`src/rtl/tsi_pkg.sv`:
```
package tsi_pkg;
    localparam int TS_W   = 16;
    localparam int PRE_W  = 24;
    localparam int PEND_W = 8;
    localparam int ADDR_W = 4;

    typedef enum logic [ADDR_W-1:0] {
        ADDR_CTRL    = 4'h0,
        ADDR_PRESC   = 4'h1,
        ADDR_TSTAMP  = 4'h2,
        ADDR_STAT    = 4'h3,
        ADDR_STATCLR = 4'h4,
        ADDR_IEN     = 4'h5,
        ADDR_IENCLR  = 4'h6,
        ADDR_LEVEL   = 4'h7,
        ADDR_EOI     = 4'h8,
        ADDR_PEND    = 4'h9
    } reg_addr_e;

    typedef enum logic {
        CNT_OFF = 1'b0,
        CNT_RUN = 1'b1
    } cnt_state_e;

    typedef enum logic [1:0] {
        PND_EMPTY = 2'd0,
        PND_HOLD  = 2'd1,
        PND_FULL  = 2'd2
    } pnd_state_e;

    typedef struct packed {
        logic ctrl_wr;
        logic presc_wr;
        logic stat_set;
        logic stat_clr;
        logic ien_set;
        logic ien_clr;
        logic eoi;
    } bus_stb_t;
endpackage

```
`src/rtl/tsi_regbus.sv`:
```
module tsi_regbus
    import tsi_pkg::*;
#(
    parameter int DATA_W = 24,
    parameter int TS_W   = 16,
    parameter int PEND_W = 8
) (
    input  logic              wr_en,
    input  logic [ADDR_W-1:0] addr,
    input  logic [DATA_W-1:0] wdata,
    input  logic              run,
    input  logic [DATA_W-1:0] presc,
    input  logic [TS_W-1:0]   ts,
    input  logic              status,
    input  logic              ien,
    input  logic              level,
    input  logic [PEND_W-1:0] pend,
    output bus_stb_t          stb,
    output logic [DATA_W-1:0] rdata
);
    logic set_bit;
    assign set_bit = wdata[0];

    always_comb begin
        stb = '0;
        if (wr_en) begin
            case (addr)
                ADDR_CTRL:    stb.ctrl_wr  = 1'b1;
                ADDR_PRESC:   stb.presc_wr = 1'b1;
                ADDR_STAT:    stb.stat_set = set_bit;
                ADDR_STATCLR: stb.stat_clr = set_bit;
                ADDR_IEN:     stb.ien_set  = set_bit;
                ADDR_IENCLR:  stb.ien_clr  = set_bit;
                ADDR_EOI:     stb.eoi      = 1'b1;
                default:      stb = '0;
            endcase
        end
    end

    always_comb begin
        rdata = '0;
        case (addr)
            ADDR_CTRL:   rdata = DATA_W'(run);
            ADDR_PRESC:  rdata = presc;
            ADDR_TSTAMP: rdata = DATA_W'(ts);
            ADDR_STAT:   rdata = DATA_W'(status);
            ADDR_IEN:    rdata = DATA_W'(ien);
            ADDR_LEVEL:  rdata = DATA_W'(level);
            ADDR_PEND:   rdata = DATA_W'(pend);
            default:     rdata = '0;
        endcase
    end
endmodule

```
`src/rtl/tsi_prescale_ctr.sv`:
```
module tsi_prescale_ctr
    import tsi_pkg::*;
#(
    parameter int TS_W  = 16,
    parameter int PRE_W = 24
) (
    input  logic             clk,
    input  logic             rst_n,
    input  logic             ctrl_wr,
    input  logic             ctrl_val,
    input  logic             presc_wr,
    input  logic [PRE_W-1:0] presc_wdata,
    output logic             run,
    output logic [PRE_W-1:0] presc,
    output logic [TS_W-1:0]  ts,
    output logic             rollover
);
    localparam logic [TS_W-1:0] TS_MAX = {TS_W{1'b1}};

    cnt_state_e       state_q, state_d;
    logic [PRE_W-1:0] presc_q;
    logic [PRE_W-1:0] div_q;
    logic [TS_W-1:0]  ts_q;
    logic             counting;
    logic             tick;

    // next-state logic
    always_comb begin
        state_d = state_q;
        unique case (state_q)
            CNT_OFF: if (ctrl_wr && ctrl_val)  state_d = CNT_RUN;
            CNT_RUN: if (ctrl_wr && !ctrl_val) state_d = CNT_OFF;
            default: state_d = CNT_OFF;
        endcase
    end

    // state register
    always_ff @(posedge clk or negedge rst_n) begin
        if (!rst_n) state_q <= CNT_OFF;
        else        state_q <= state_d;
    end

    // output decode
    always_comb begin
        counting = 1'b0;
        unique case (state_q)
            CNT_OFF: counting = 1'b0;
            CNT_RUN: counting = (state_d == CNT_RUN);
            default: counting = 1'b0;
        endcase
    end

    assign tick     = counting && (div_q >= presc_q);
    assign rollover = tick && (ts_q == TS_MAX);

    always_ff @(posedge clk or negedge rst_n) begin
        if (!rst_n)        presc_q <= '0;
        else if (presc_wr) presc_q <= presc_wdata;
    end

    always_ff @(posedge clk or negedge rst_n) begin
        if (!rst_n) begin
            div_q <= '0;
            ts_q  <= '0;
        end else if (state_d == CNT_OFF) begin
            div_q <= '0;
            ts_q  <= '0;
        end else if (tick) begin
            div_q <= '0;
            ts_q  <= ts_q + 1'b1;
        end else if (counting) begin
            div_q <= div_q + 1'b1;
        end
    end

    assign run   = (state_q == CNT_RUN);
    assign presc = presc_q;
    assign ts    = ts_q;
endmodule

```
`src/rtl/tsi_irq_ctrl.sv`:
```
module tsi_irq_ctrl
    import tsi_pkg::*;
#(
    parameter int PEND_W = 8
) (
    input  logic              clk,
    input  logic              rst_n,
    input  logic              roll_evt,
    input  logic              inj_evt,
    input  logic              stat_clr,
    input  logic              ien_set,
    input  logic              ien_clr,
    input  logic              eoi,
    output logic              status,
    output logic              ien,
    output logic              level,
    output logic [PEND_W-1:0] pend,
    output logic              irq_pulse
);
    localparam logic [PEND_W-1:0] PEND_MAX  = {PEND_W{1'b1}};
    localparam logic [PEND_W-1:0] PEND_LAST = PEND_MAX - 1'b1;
    localparam logic [PEND_W-1:0] PEND_ONE  = {{(PEND_W-1){1'b0}}, 1'b1};

    pnd_state_e        pst_q, pst_d;
    logic [PEND_W-1:0] cnt_q, cnt_d;
    logic              evt;
    logic              up, down;
    logic              eoi_fire;
    logic              status_q, ien_q, pulse_q;

    assign evt  = roll_evt | inj_evt;
    assign up   = evt && !stat_clr;
    assign down = stat_clr && !evt;

    // next-state logic for the pending machine
    always_comb begin
        pst_d = pst_q;
        cnt_d = cnt_q;
        unique case (pst_q)
            PND_EMPTY: begin
                if (up) begin
                    cnt_d = cnt_q + 1'b1;
                    pst_d = PND_HOLD;
                end
            end
            PND_HOLD: begin
                if (up) begin
                    cnt_d = cnt_q + 1'b1;
                    if (cnt_q == PEND_LAST) pst_d = PND_FULL;
                end else if (down) begin
                    cnt_d = cnt_q - 1'b1;
                    if (cnt_q == PEND_ONE) pst_d = PND_EMPTY;
                end
            end
            PND_FULL: begin
                if (down) begin
                    cnt_d = cnt_q - 1'b1;
                    pst_d = PND_HOLD;
                end
            end
            default: begin
                pst_d = PND_EMPTY;
                cnt_d = '0;
            end
        endcase
    end

    // state register
    always_ff @(posedge clk or negedge rst_n) begin
        if (!rst_n) begin
            pst_q <= PND_EMPTY;
            cnt_q <= '0;
        end else begin
            pst_q <= pst_d;
            cnt_q <= cnt_d;
        end
    end

    // output decode
    always_comb begin
        eoi_fire = 1'b0;
        unique case (pst_q)
            PND_EMPTY: eoi_fire = 1'b0;
            PND_HOLD:  eoi_fire = eoi;
            PND_FULL:  eoi_fire = eoi;
            default:   eoi_fire = 1'b0;
        endcase
    end

    always_ff @(posedge clk or negedge rst_n) begin
        if (!rst_n) begin
            status_q <= 1'b0;
            ien_q    <= 1'b0;
            pulse_q  <= 1'b0;
        end else begin
            if (evt)           status_q <= 1'b1;
            else if (stat_clr) status_q <= 1'b0;
            if (ien_set)       ien_q <= 1'b1;
            else if (ien_clr)  ien_q <= 1'b0;
            pulse_q <= evt || eoi_fire;
        end
    end

    assign status    = status_q;
    assign ien       = ien_q;
    assign level     = status_q & ien_q;
    assign pend      = cnt_q;
    assign irq_pulse = pulse_q;
endmodule

```
`src/rtl/tstamp_irq_top.sv`:
```
module tstamp_irq_top
    import tsi_pkg::*;
#(
    parameter int TS_W   = tsi_pkg::TS_W,
    parameter int PRE_W  = tsi_pkg::PRE_W,
    parameter int PEND_W = tsi_pkg::PEND_W
) (
    input  logic              clk,
    input  logic              rst_n,
    input  logic              wr_en,
    input  logic [3:0]        addr,
    input  logic [PRE_W-1:0]  wdata,
    output logic [PRE_W-1:0]  rdata,
    output logic [TS_W-1:0]   ts_value,
    output logic              irq_level,
    output logic              irq_pulse
);
    localparam int DATA_W = PRE_W;

    bus_stb_t          stb;
    logic              cnt_run;
    logic [PRE_W-1:0]  presc_val;
    logic              roll_evt;
    logic              inj_evt;
    logic              clr_evt;
    logic              eoi_wr;
    logic              stat_bit;
    logic              ien_bit;
    logic [PEND_W-1:0] pend_cnt;

    assign inj_evt = stb.stat_set;
    assign clr_evt = stb.stat_clr;
    assign eoi_wr  = stb.eoi;

    tsi_regbus #(.DATA_W(DATA_W), .TS_W(TS_W), .PEND_W(PEND_W)) u_bus (
        .wr_en  (wr_en),
        .addr   (addr),
        .wdata  (wdata),
        .run    (cnt_run),
        .presc  (presc_val),
        .ts     (ts_value),
        .status (stat_bit),
        .ien    (ien_bit),
        .level  (irq_level),
        .pend   (pend_cnt),
        .stb    (stb),
        .rdata  (rdata)
    );

    tsi_prescale_ctr #(.TS_W(TS_W), .PRE_W(PRE_W)) u_ctr (
        .clk         (clk),
        .rst_n       (rst_n),
        .ctrl_wr     (stb.ctrl_wr),
        .ctrl_val    (wdata[0]),
        .presc_wr    (stb.presc_wr),
        .presc_wdata (wdata),
        .run         (cnt_run),
        .presc       (presc_val),
        .ts          (ts_value),
        .rollover    (roll_evt)
    );

    tsi_irq_ctrl #(.PEND_W(PEND_W)) u_irq (
        .clk       (clk),
        .rst_n     (rst_n),
        .roll_evt  (roll_evt),
        .inj_evt   (inj_evt),
        .stat_clr  (clr_evt),
        .ien_set   (stb.ien_set),
        .ien_clr   (stb.ien_clr),
        .eoi       (eoi_wr),
        .status    (stat_bit),
        .ien       (ien_bit),
        .level     (irq_level),
        .pend      (pend_cnt),
        .irq_pulse (irq_pulse)
    );
endmodule

```
`config.mk`:
```
export PLATFORM = sky130hd
export DESIGN_NAME = tstamp_irq_top
export DESIGN_NICKNAME = d
export VERILOG_FILES = /design/src/rtl/tsi_pkg.sv /design/src/rtl/tsi_regbus.sv /design/src/rtl/tsi_prescale_ctr.sv /design/src/rtl/tsi_irq_ctrl.sv /design/src/rtl/tstamp_irq_top.sv
export SDC_FILE = /design/constraint.sdc
export NUM_CORES = 1
export LEC_CHECK = 0
export BUFFER_PORTS_ARGS = -buffer_cell sky130_fd_sc_hd__buf_4
export CORE_UTILIZATION = 55
export DETAILED_ROUTE_END_ITERATION = 8
export PLACE_DENSITY_LB_ADDON = 0.05
export SYNTH_ARGS = -nofsm -noshare
export SYNTH_HDL_FRONTEND = slang
export SYNTH_HIERARCHICAL = 1
export SYNTH_SLANG_ARGS = --single-unit
```
`constraint.sdc`:
```
create_clock -name clk -period 5.6 [get_ports clk]
set_input_delay 1.12 -clock clk [delete_from_list [all_inputs] [get_ports clk]]
set_output_delay 1.12 -clock clk [all_outputs]
set_load 0.05 [all_outputs]
```
Yosys cells after proc, flatten, opt, wreduce, memory -nomap -nowiden

Index checks and enable logic that the tools add are counted.

Memory bits (read-only): 0
Register bits after elaboration: 78
Latch bits: 0
Memories kept: 0
Word-level logic and storage cells: 88
Bits in writable memories: 0
Output and inout port bits: 42
Bits of input ports: 31

Eq/ne operators: 21
Shift operators: 0
Multiplexer cells: 34
Add/sub/neg operators: 4
Bitwise logic cells: 3
Div/mod/pow operators: 0
Reduce and logical (&&, ||, !) cells: 16
Magnitude comparators: 1
$mul: 0

Operators by type and width:

| cell                                                                    | number |
|---|---|
| 24-bit case mux with 7 select lines                                     | 1 |
| 24-bit 2-to-1 mux                                                       | 3 |
| 16-bit 2-to-1 mux                                                       | 2 |
| 24-bit by 1-bit adder with 24-bit output, second input constant         | 1 |
| 24-bit greater-or-equal comparator                                      | 1 |
| 8-bit 2-to-1 mux                                                        | 3 |
| 8-bit case mux with 3 select lines                                      | 1 |
| 16-bit by 1-bit adder with 16-bit output, second input constant         | 1 |
| 16-bit equality test, second input constant                             | 1 |
| 4-bit by 3-bit equality test with 1-bit output, second input constant   | 4 |
| 1-bit 2-to-1 mux                                                        | 14 |
| 2-bit 2-to-1 mux                                                        | 6 |
| 8-bit by 1-bit adder with 8-bit output, second input constant           | 1 |
| 4-bit by 2-bit equality test with 1-bit output, second input constant   | 2 |
| 4-bit equality test, second input constant                              | 2 |
| 8-bit by 1-bit equality test with 1-bit output, second input constant   | 1 |
| 8-bit equality test, second input constant                              | 1 |
| 8-bit by 1-bit subtractor with 8-bit output, second input constant      | 1 |
| 7-bit 2-to-1 mux                                                        | 1 |
| 1-bit logical AND                                                       | 6 |
| 3-bit by 1-bit inequality test with 1-bit output, second input constant | 2 |
| 3-bit inequality test, second input constant                            | 2 |
| 2-bit case mux with 3 select lines                                      | 1 |
| 5-bit AND reduction                                                     | 1 |
| 15 further kinds                                                        | 20 |

Logic depth before layout (Yosys ltp)

Gate-level depths: netlist (run 1).

Word-level depth: 15
Depth in mapped cells: 17
Gate-level depth less buffers: 14

Modules after synthesis

The synthesis (run 1) kept the hierarchy.

By module, submodules not included:

| module           | times used | seq. area each (um^2) | cells each | area each (um^2) |
|---|---|---|---|---|
| tsi_prescale_ctr | 1          | 1626.6                | 378        | 3493.4 |
| tsi_irq_ctrl     | 1          | 325.3                 | 127        | 1157.4 |
| tsi_regbus       | 1          | 0.0                   | 67         | 473.0 |

Worst setup path after synthesis (run 1)

No wires, ideal clock.

Kind: input -> register
Start point: in addr[1]
End point: reg u_irq.pst_q[1]
Setup time: 0.077 ns
Path buffers: 1
Stages on the path: 14
Slack: 1.974 ns
Required time: 5.523 ns
Arrival time: 3.548 ns
Cells stage by stage: buf_2 > nor2_1 > nand2_1 > nor2_1 > a211oi_1 > nand3_1 > nor3_1 > nor2_1 > inv_1 > ha_1 > nor2b_1 > a221o_1 > or3_1 > a21oi_1

RTL lines:

| what                   | line                 | source |
|---|---|---|
| start: declaration     | tstamp_irq_top.sv:11 | `input logic [3:0] addr,` |
| end signal: assignment | tsi_irq_ctrl.sv:74   | `pst_q <= pst_d;` |
| end: declaration       | tsi_irq_ctrl.sv:24   | `pnd_state_e pst_q, pst_d;` |

Worst setup path after layout (run 1)

Start point: reg u_ctr.div_q[2]
End point: reg u_irq.cnt_q[7] (netlist: u_irq/pend[7])

Word-level cells in the longest chain between the ends: 9
Elaborated cells on any way between the ends: 11
Those cells by class: order compare (1); eq/ne (1); mux (3); bitwise (1); reduce/logical (5)

Ends and longest elaborated chain:

| what                                   | line                   | source |
|---|---|---|
| start: declaration                     | tsi_prescale_ctr.sv:22 | `logic [PRE_W-1:0] div_q;` |
| start signal: assignment               | tsi_prescale_ctr.sv:72 | `div_q <= div_q + 1'b1;` |
| 24-bit greater-or-equal comparator (*) | tsi_prescale_ctr.sv:53 | `assign tick = counting && (div_q >= presc_q);` |
| 1-bit logical AND (*)                  | tsi_prescale_ctr.sv:53 |  |
| 1-bit logical AND (*)                  | tsi_prescale_ctr.sv:54 | `assign rollover = tick && (ts_q == TS_MAX);` |
| net roll_evt                           | tstamp_irq_top.sv:23   | `logic roll_evt;` |
| 1-bit OR (*)                           | tsi_irq_ctrl.sv:31     | `assign evt = roll_evt \| inj_evt;` |
| net u_irq.evt                          | tsi_irq_ctrl.sv:26     | `logic evt;` |
| 1-bit logical NOT                      | tsi_irq_ctrl.sv:33     | `assign down = stat_clr && !evt;` |
| 1-bit logical AND                      | tsi_irq_ctrl.sv:33     |  |
| 8-bit 2-to-1 mux                       | n/a                    |  |
| 8-bit 2-to-1 mux                       | tsi_irq_ctrl.sv:47     | `if (up) begin` |
| 8-bit case mux with 3 select lines     | tsi_irq_ctrl.sv:39     | `unique case (pst_q)` |
| end signal: assignment                 | tsi_irq_ctrl.sv:75     | `cnt_q <= cnt_d;` |
| end: declaration                       | tsi_irq_ctrl.sv:25     | `logic [PEND_W-1:0] cnt_q, cnt_d;` |

Mark *: on every way through the listed nets, which the timed path passes. The rest lies on a longest branch.
A chain may end at the register's enable or synchronous reset.

==> results of run 1 <==
kinds of logic after synthesis:
group                    count (synthesis)  synth area share
AO/OA/AOI/OAI                          134             0.175
buffers and inverters                   64            0.0579
flip-flops                              78             0.381
multiplexers                             9            0.0183
XOR/XNOR                                23            0.0393
adder cells (fa/ha/maj)                 38            0.0928
AND/OR/NAND/NOR                        226             0.236
state kept, by name, summed over array words and instances, names as in the netlist:
name,cells
u_irq/pend,8
u_irq/status,1
u_irq/pst_q,2
u_irq/ien,1
u_ctr/ts,16
u_ctr/run,1
u_irq/irq_pulse,1
u_ctr/div_q,24
u_ctr/presc,24
per-layer routing:
metal,part of all wire,up-vias,global-route usage
met4,0.018,0,0.101
met3,0.050,20,0.0305
met1,0.47,2108,0.385
met2,0.47,131,0.454
met5,0,-,0
li1,-,2165,-
stage by stage:
step	hold slack (ns)	power (mW)	worst slack (ns)
after CTS	0.518	1.66	1.48
after detailed placement	0.495	1.29	1.36
after global routing	0.540	1.77	1.12
final	0.526	1.65	1.40
after floorplan	0.463	1.15	1.97
after global placement	0.481	1.28	1.47
power by group:
group	internal (mW)	switching [mW]	leakage, nW	total (mW)
clock network	0.158	0.215	0.0813	0.373
logic	0.203	0.324	1.66	0.526
registers	0.645	0.111	1.02	0.755
total	1.01	0.650	2.76	1.65
cells in the mapped netlist (all sizes together), types with 3 or more instances:
| library cell | count |
|---|---|
| a22o | 13 |
| nor3b | 4 |
| or4 | 3 |
| xnor2 | 8 |
| mux2 | 3 |
| dfrtp | 78 |
| clkbuf | 11 |
| or3 | 7 |
| a21o | 7 |
| nor2b | 5 |
| nand4b | 3 |
| and3 | 10 |
| nor2 | 42 |
| o21ai | 41 |
| xor2 | 15 |
| nand4 | 15 |
| a31oi | 5 |
| and2 | 13 |
| nand2 | 72 |
| a22oi | 8 |
| nor3 | 10 |
| mux2i | 6 |
| o21bai | 3 |
| o22ai | 3 |
| inv | 38 |
| o211ai | 4 |
| ha | 38 |
| and4 | 4 |
| o31ai | 4 |
| nand2b | 6 |
| a211oi | 3 |
| nand3 | 19 |
| nor4 | 3 |
| a21oi | 23 |
| buf | 14 |
final timing paths:
kind	startpoint	to	slack, ns	depth (start not counted)
setup / recovery	u_ctr/div_q[2]	u_irq/pend[7]	1.40	14
hold / removal	u_irq/ien	u_irq/ien	0.53	1
setup reg to reg	u_ctr/div_q[2]	u_irq/pend[7]	1.40	14
hold reg to reg	u_irq/ien	u_irq/ien	0.53	1
max in group asynchronous	rst_n	u_irq/pend[7]	4.02	1
min in group asynchronous	rst_n	u_ctr/ts[14]	0.91	1
cell type report:
class	instances	area, um^2	share of cell area
clock buffers	9	124	0.0212
clock inverters	6	38.8	0.00664
inverters	39	146	0.0251
multi-input cells	430	2880	0.493
flip-flops and latches	78	1950	0.334
well taps	108	135	0.0231
repair buffers	75	563	0.0964
==> impl_metrics.yaml, run 1 <==
outcome:
  status: "finished with violations"
  violations: "DRC"
drt:
  wl_per_cell_um: 17.2
  vias: 4424
  drtPass1Iterations: 9
  vias_per_cell: 5.94
  drtIter0Drc: 246
  routed_wl_um: 12800
  drc: 9
  ant_nets: 0
synthesis:
  synthTopCellsByArea: "dfrtp_1 (38%), ha_1 (9.3%), nand2_1 (5.3%)"
  ys_seq_area_frac: 0.381
  ys.warnings.count: 6
  synth.distinct_cells: 67
  syn_area_per_cell_um2: 8.96
  synth_top_flop_cell: "dfrtp_1"
  syn_inst: 572
  yosysTopAreaCell: "dfrtp_1"
  synthesis.nets: 641
  syn_area_mm2: 0.00512
  ys_async_sr_fraction: 1.00
  synth_top_area_frac: 0.381
  synth-edff-count: 0
  synth-seq-cells: 78
sta:
  worstMarginPinSlew_ns: 1.05
  hold_viol_final: 0
  fin_skew_ns: 0.00745
  setup_tns_ns: 0
  period_minus_slack_ns: 4.20
  clock.fmax_ghz: 0.238
  maxSlewViolCount: 0
  setup_viol: 0
  max_slew_margin: 0.300
  min_period_over_period: 0.750
  rsz0062_at_grt: "no"
min_path:
  min_path_type: "flip-flop to flip-flop"
final_layout:
  final_cell_mix: "dfrtp_1 (78), buf_4 (75), nand2_1 (72)"
  utilization: 0.657
  finalNonFillerCells: 745
  final_common_cell: "dfrtp_1"
  final_area_mm2: 0.00584
  fillers: 773
  layout-drive-gt1-share: 0.170
  syn_to_final_growth_pct: 13.9
  fin_nets: 702
  antenna_cells: 0
grt:
  grt_start_max_net_pins: 79
  grt_pass1_vias: 4266
  antenna_found_initial: 0
  overflow: 0
  track_usage: 0.278
  grt_pass1_wl_um: 21300
clocking:
  clk_pin_slew_ns: 0.08
  htree_num_levels: 3
  clock_latency_ns: 0.35
  cts_tree: "done"
  cts_made_buffers: 9
  ctsResizeCount: 0
  clock_sinks: 78
  cts_hold_buf: 0
  cts_root_buf: "clkbuf_8"
  clockBufferDepth: 2
  cts_setup_buffers: 0
critical_path:
  crit_chain: "ha_1 > a211oi_1 > o21ai_0 > a221oi_1 > o2111a_1 > buf_4 > nor3_1 > nor2_1 > inv_1 > ha_1 > nor2b_1 > nor2_1 > o211ai_1 > o221ai_1"
  path_buf_inv: 2
  path_delay_family: "compound AO/OA/AOI/OAI gates"
  critPathMaxFanout: 20
  cp_data_arrival_time_ns: 4.41
  slowest_stage: "nor2b_1"
  cp-start-kind: "flip-flop"
  path_class: "flip-flop to flip-flop"
  cp.required_ns: 5.81
  slowest_delay_ns: 0.66
  cp-end-kind: "flip-flop"
floorplan:
  rows: 34
  boundaryPins: 73
  initial_core_util: 0.576
  core-area_mm2: 0.00889
  die_h_um: 98.5
  die-area_mm2: 0.00971
  die_w_um: 98.5
placed_design:
  dpl.hpwl_um: 9420
  dp.cells: 730
  gp_congestion: 0.857
  io_buffers: 72
  postPlaceCellArea_mm2: 0.00568
power_and_ir_drop:
  power.density_mw_per_mm2: 283
  p_leak_nw: 2.76
  peakVddDrop_mv: 0.233
job:
  maxCapViolations: 0
No activity file was read; power rests on OpenSTA's default activity.
==> run 2, diff against run 1 <==
clock period = 4.3 ns   (was 5.6 ns; I/O delays follow)
==> impl_metrics.yaml, run 2 (same netlist as run 1, synthesis figures left out) <==
drt:
  wl_per_cell_um: 17.1
  ant_nets: 0
  vias_per_cell: 5.92
  drtIter0Drc: 266
  routed_wl_um: 12800
  drc: 9
  drtPass1Iterations: 9
  vias: 4434
clocking:
  cts_made_buffers: 9
  clock_sinks: 78
  cts_root_buf: "clkbuf_8"
  clockBufferDepth: 2
  htree_num_levels: 3
  clock_latency_ns: 0.35
  cts_hold_buf: 0
  cts_tree: "done"
  ctsResizeCount: 0
  clk_pin_slew_ns: 0.08
  cts_setup_buffers: 0
power_and_ir_drop:
  p_sw_mw: 0.856
  peakVddDrop_mv: 0.261
  p_comb_frac: 0.318
  p_sw_frac: 0.382
  power_frac_seq: 0.440
  pwr-share-clk: 0.243
  power_mw: 2.24
  power.density_mw_per_mm2: 380
  internal_power_mw: 1.38
  p_leak_nw: 2.79
sta:
  fin_skew_ns: 0.0135
  clock.fmax_ghz: 0.269
  hold_viol_final: 0
  setup_viol: 0
  period_minus_slack_ns: 3.71
  setup_tns_ns: 0
  setup_ws_ns: 0.586
  rsz0062_at_grt: "no"
  min_period_over_period: 0.864
  worstMarginPinSlew_ns: 0.997
  maxSlewViolCount: 0
  max_slew_margin: 0.335
critical_path:
  cp_data_arrival_time_ns: 3.95
  critPathMaxFanout: 8
  cp-end-kind: "flip-flop"
  path_buf_inv: 1
  slowest_stage: "a221oi_1"
  cp.required_ns: 4.54
  cp_common_cell: "ha_1"
  crit_chain: "ha_1 > a211oi_1 > o21ai_0 > a221oi_1 > o2111a_1 > nor3_1 > nor2_1 > inv_1 > ha_1 > a21oi_1 > or4_1 > nand3_1 > a22o_1"
  slowest_delay_ns: 0.48
  r2r-start: "u_ctr/div_q[2]"
  cp-start-kind: "flip-flop"
  path_delay_family: "compound AO/OA/AOI/OAI gates"
  path_class: "flip-flop to flip-flop"
  critPathLaunch: "u_ctr/div_q[2]"
floorplan:
  boundaryPins: 73
  die_h_um: 98.5
  initial_core_util: 0.576
  core-area_mm2: 0.00889
  rows: 34
  die-area_mm2: 0.00971
  die_w_um: 98.5
outcome:
  violations: "DRC"
  status: "finished with violations"
grt:
  grt_pass1_wl_um: 21300
  grt_pass1_vias: 4197
  track_usage: 0.277
  antenna_found_initial: 0
  overflow: 0
  grt_start_max_net_pins: 79
final_layout:
  multiInputGateArea_mm2: 0.00288
  syn_to_final_growth_pct: 14.9
  final_cell_mix: "buf_4 (79), dfrtp_1 (78), nand2_1 (72)"
  layout-drive-gt1-share: 0.173
  antenna_cells: 0
  utilization: 0.662
  fillers: 777
  fin_nets: 706
  final_common_cell: "buf_4"
  regArea_mm2: 0.00195
placed_design:
  dp_slack_ns: 0.570
  dpl.hpwl_um: 9360
  io_buffers: 72
  gp_congestion: 0.882
job:
  maxCapViolations: 0
min_path:
  min_path_type: "flip-flop to flip-flop"
  hold_start: "u_irq/ien"
## run 2: changes by cell type in the layout (fill, tap and decap cells not counted)
cell and delta:
o21ai_1 +1, inv_6 -1, buf_4 +4, bufinv_16 +1
clkinv_4 +1, o21ai_2 -1, clkinv_2 -1
## run 2: worst paths after layout
check	to	slack [ns]	depth (start not counted)
max	u_irq/pend[5]	0.59	13
min	u_irq/ien	0.51	1
max reg2reg	u_irq/pend[5]	0.59	13
min reg2reg	u_irq/ien	0.51	1
max in group asynchronous	u_irq/ien	2.99	1
min in group asynchronous	u_ctr/ts[14]	0.65	1
## run 2: worst register-to-register path, stage by stage, from the launching register on
cell,delay (ns)
dfrtp_1,0.47
ha_1,0.33
a211oi_1,0.23
o21ai_0,0.11
a221oi_1,0.48
o2111a_1,0.30
nor3_1,0.08
nor2_1,0.28
inv_1,0.11
ha_1,0.29
a21oi_1,0.43
or4_1,0.18
nand3_1,0.07
a22o_1,0.24
## run 2: metrics by stage
step	cells	cell area [um^2]	hold slack, ns
final	749	5890	0.510
after global routing	749	5890	0.539
after floorplan	572	5120	0.463
after CTS	749	5890	0.514
after detailed placement	734	5700	0.492
after global placement	734	5700	0.491
## run 2: per-layer routing
metal	vias to the layer above	GRT usage	share of wire	routed length (um)
met2	108	0.467	0.47	6030
met5	-	0	0	0
met3	10	0.0383	0.041	527
met1	2145	0.378	0.48	6120
li1	2171	-	-	-
met4	0	0.0654	0.0093	119
## run 2: cell type report
type,instances,share of cell area
Clock buffer,9,0.0210
Clock inverter,6,0.0108
Inverter,39,0.0249
Multi-Input combinational cell,430,0.488
Sequential cell,78,0.331
Tap cell,108,0.0229
Timing Repair Buffer,79,0.101
## run 2: power groups by stage
stage | clock (mW) | combinational, mW | sequential (mW)
after CTS | 0.549 | 0.711 | 0.982
after floorplan | 0 | 0.554 | 0.939
after detailed placement | 0 | 0.702 | 0.997
after global placement | 0 | 0.691 | 0.993
after global routing | 0.586 | 0.792 | 1.00
final | 0.543 | 0.711 | 0.985
==> run 3, diff against run 2 <==
CELL_PAD_IN_SITES_DETAIL_PLACEMENT = 1   (was default)
CELL_PAD_IN_SITES_GLOBAL_PLACEMENT = 1   (was default)
CORE_UTILIZATION = 44   (was 55)
==> impl_metrics.yaml, run 3 (same netlist as run 1, synthesis figures left out) <==
sta:
  worstMarginPinSlew_ns: 1.02
  fin_skew_ns: 0.00484
  period_minus_slack_ns: 3.94
  min_period_over_period: 0.916
  rsz0062_at_grt: "no"
  clock.fmax_ghz: 0.254
  setup_viol: 0
  hold_viol_final: 0
  maxSlewViolCount: 0
  max_slew_margin: 0.318
  whs_ns: 0.502
  setup_tns_ns: 0
  setup_ws_ns: 0.363
clocking:
  cts_made_buffers: 9
  ctsResizeCount: 0
  clock_latency_ns: 0.34
  clk_pin_slew_ns: 0.06
  cts_setup_buffers: 0
  cts_hold_buf: 0
  htree_num_levels: 3
  clockBufferDepth: 2
  clock_sinks: 78
  cts_root_buf: "clkbuf_16"
  cts_tree: "done"
critical_path:
  cp-start-kind: "flip-flop"
  cp_data_arrival_time_ns: 4.16
  r2r-start: "u_ctr/div_q[2]"
  cp.required_ns: 4.52
  cp-end-kind: "flip-flop"
  critPathMaxFanout: 11
  path_class: "flip-flop to flip-flop"
  rr_endpoint: "u_irq/pst_q[0]"
  worstRegToRegCells: 13
  r2r_slack_ns: 0.36
min_path:
  hold_end: "u_irq/ien"
  hold_start: "u_irq/ien"
  whs_path_depth: 1
  min_path_type: "flip-flop to flip-flop"
grt:
  antenna_found_initial: 0
  grt_start_max_net_pins: 51
  overflow: 0
  grt_pass1_vias: 4692
  track_usage: 0.265
  grt_pass1_wl_um: 24100
final_layout:
  final_cell_mix: "dfrtp_1 (78), buf_4 (77), nand2_1 (72)"
  antenna_cells: 0
  fin_nets: 704
  layout-drive-gt1-share: 0.167
  syn_to_final_growth_pct: 17.1
  fillers: 1329
  final_common_cell: "dfrtp_1"
  utilization: 0.528
floorplan:
  core-area_mm2: 0.0114
  rows: 39
  die_w_um: 110
  initial_core_util: 0.451
  die_h_um: 110
  boundaryPins: 73
  die-area_mm2: 0.0121
drt:
  drtPass1Iterations: 4
  ant_nets: 0
  drtIter0Drc: 226
  routed_wl_um: 15100
  vias: 4566
  wl_per_cell_um: 19.3
  vias_per_cell: 5.84
  drc: 0
power_and_ir_drop:
  internal_power_mw: 1.53
  p_leak_nw: 2.83
  p_sw_frac: 0.374
  peakVddDrop_mv: 0.214
  pwr-share-clk: 0.293
  power.density_mw_per_mm2: 408
  power_frac_seq: 0.407
  p_sw_mw: 0.914
  p_comb_frac: 0.299
job:
  maxCapViolations: 0
placed_design:
  dpl.hpwl_um: 11200
  dp_slack_ns: 0.188
  gp_congestion: 0.859
  io_buffers: 72
outcome:
  status: "completed"
-- run 3: changes by cell type in the layout (fill, tap and decap cells not counted) --
cell | before | now
clkbuf_8 | 9 | 2
clkinv_4 | 1 | 0
clkbuf_1 | 0 | 3
bufinv_16 | 1 | 0
nor2b_2 | 0 | 1
clkinvlp_4 | 2 | 0
buf_4 | 79 | 77
nor2b_1 | 5 | 4
clkbuf_16 | 0 | 9
clkinv_2 | 2 | 1
-- run 3: power by group through the flow --
| stage | Sequential [mW] | Combinational, mW | Clock (mW) |
|---|---|---|---|
| 4_1_cts | 0.995 | 0.727 | 0.736 |
| 6_report | 0.997 | 0.732 | 0.718 |
| 2_1_floorplan | 0.939 | 0.554 | 0 |
| 3_5_place_dp | 1.01 | 0.718 | 0 |
| 5_1_grt | 1.01 | 0.811 | 0.764 |
| 3_3_place_gp | 1.00 | 0.680 | 0 |
-- run 3: worst max-delay path, stage by stage (launching register included) --
cell and delay, ns:
dfrtp_1 0.45, ha_1 0.33, a211oi_1 0.28, o21ai_0 0.14, a221oi_1 0.43, o2111a_1 0.29
nor3_1 0.09, nor2_1 0.23, inv_1 0.10, ha_1 0.30, nor2b_1 0.66, a221o_1 0.29
a311oi_2 0.06, mux2i_1 0.15
-- run 3: how the worst max path moves through the flow --
stage                      to  slack, ns           start  cells after the start
2_1_floorplan  u_irq/pst_q[1]       0.93         addr[1]                     14
5_1_grt         u_irq/pend[7]       0.08  u_ctr/div_q[2]                     13
6_report       u_irq/pst_q[0]       0.36  u_ctr/div_q[2]                     13
4_1_cts         u_irq/pend[6]       0.34  u_ctr/div_q[2]                     13
3_3_place_gp   u_irq/pst_q[1]       0.46         addr[1]                     14
3_5_place_dp   u_irq/pst_q[1]       0.19         addr[1]                     14
-- run 3: final cells by class --
cell class / count / area (um^2) / area share
clock buffers: 14 / 264 / 0.0440
flip-flops and latches: 78 / 1950 / 0.325
clock inverters: 1 / 5.00 / 0.000834
repair buffers: 77 / 578 / 0.0963
inverters: 39 / 146 / 0.0244
multi-input cells: 430 / 2880 / 0.479
well taps: 143 / 179 / 0.0298
-- run 3: metal layers --
layer / wire, um / up-vias / track usage / share of wire
met5: 0 / - / 0 / 0
met4: 260 / 0 / 0.0819 / 0.017
met3: 574 / 22 / 0.0474 / 0.038
met2: 7410 / 98 / 0.450 / 0.49
met1: 6880 / 2279 / 0.341 / 0.46
li1: - / 2167 / - / -
-- run 3: per-stage QoR --
stage	cell area (um^2)	power [mW]	cells
2_1_floorplan	5120	1.49	572
3_3_place_gp	5730	1.68	767
3_5_place_dp	5730	1.73	767
4_1_cts	6000	2.46	782
5_1_grt	6000	2.59	782
6_report	6000	2.45	782
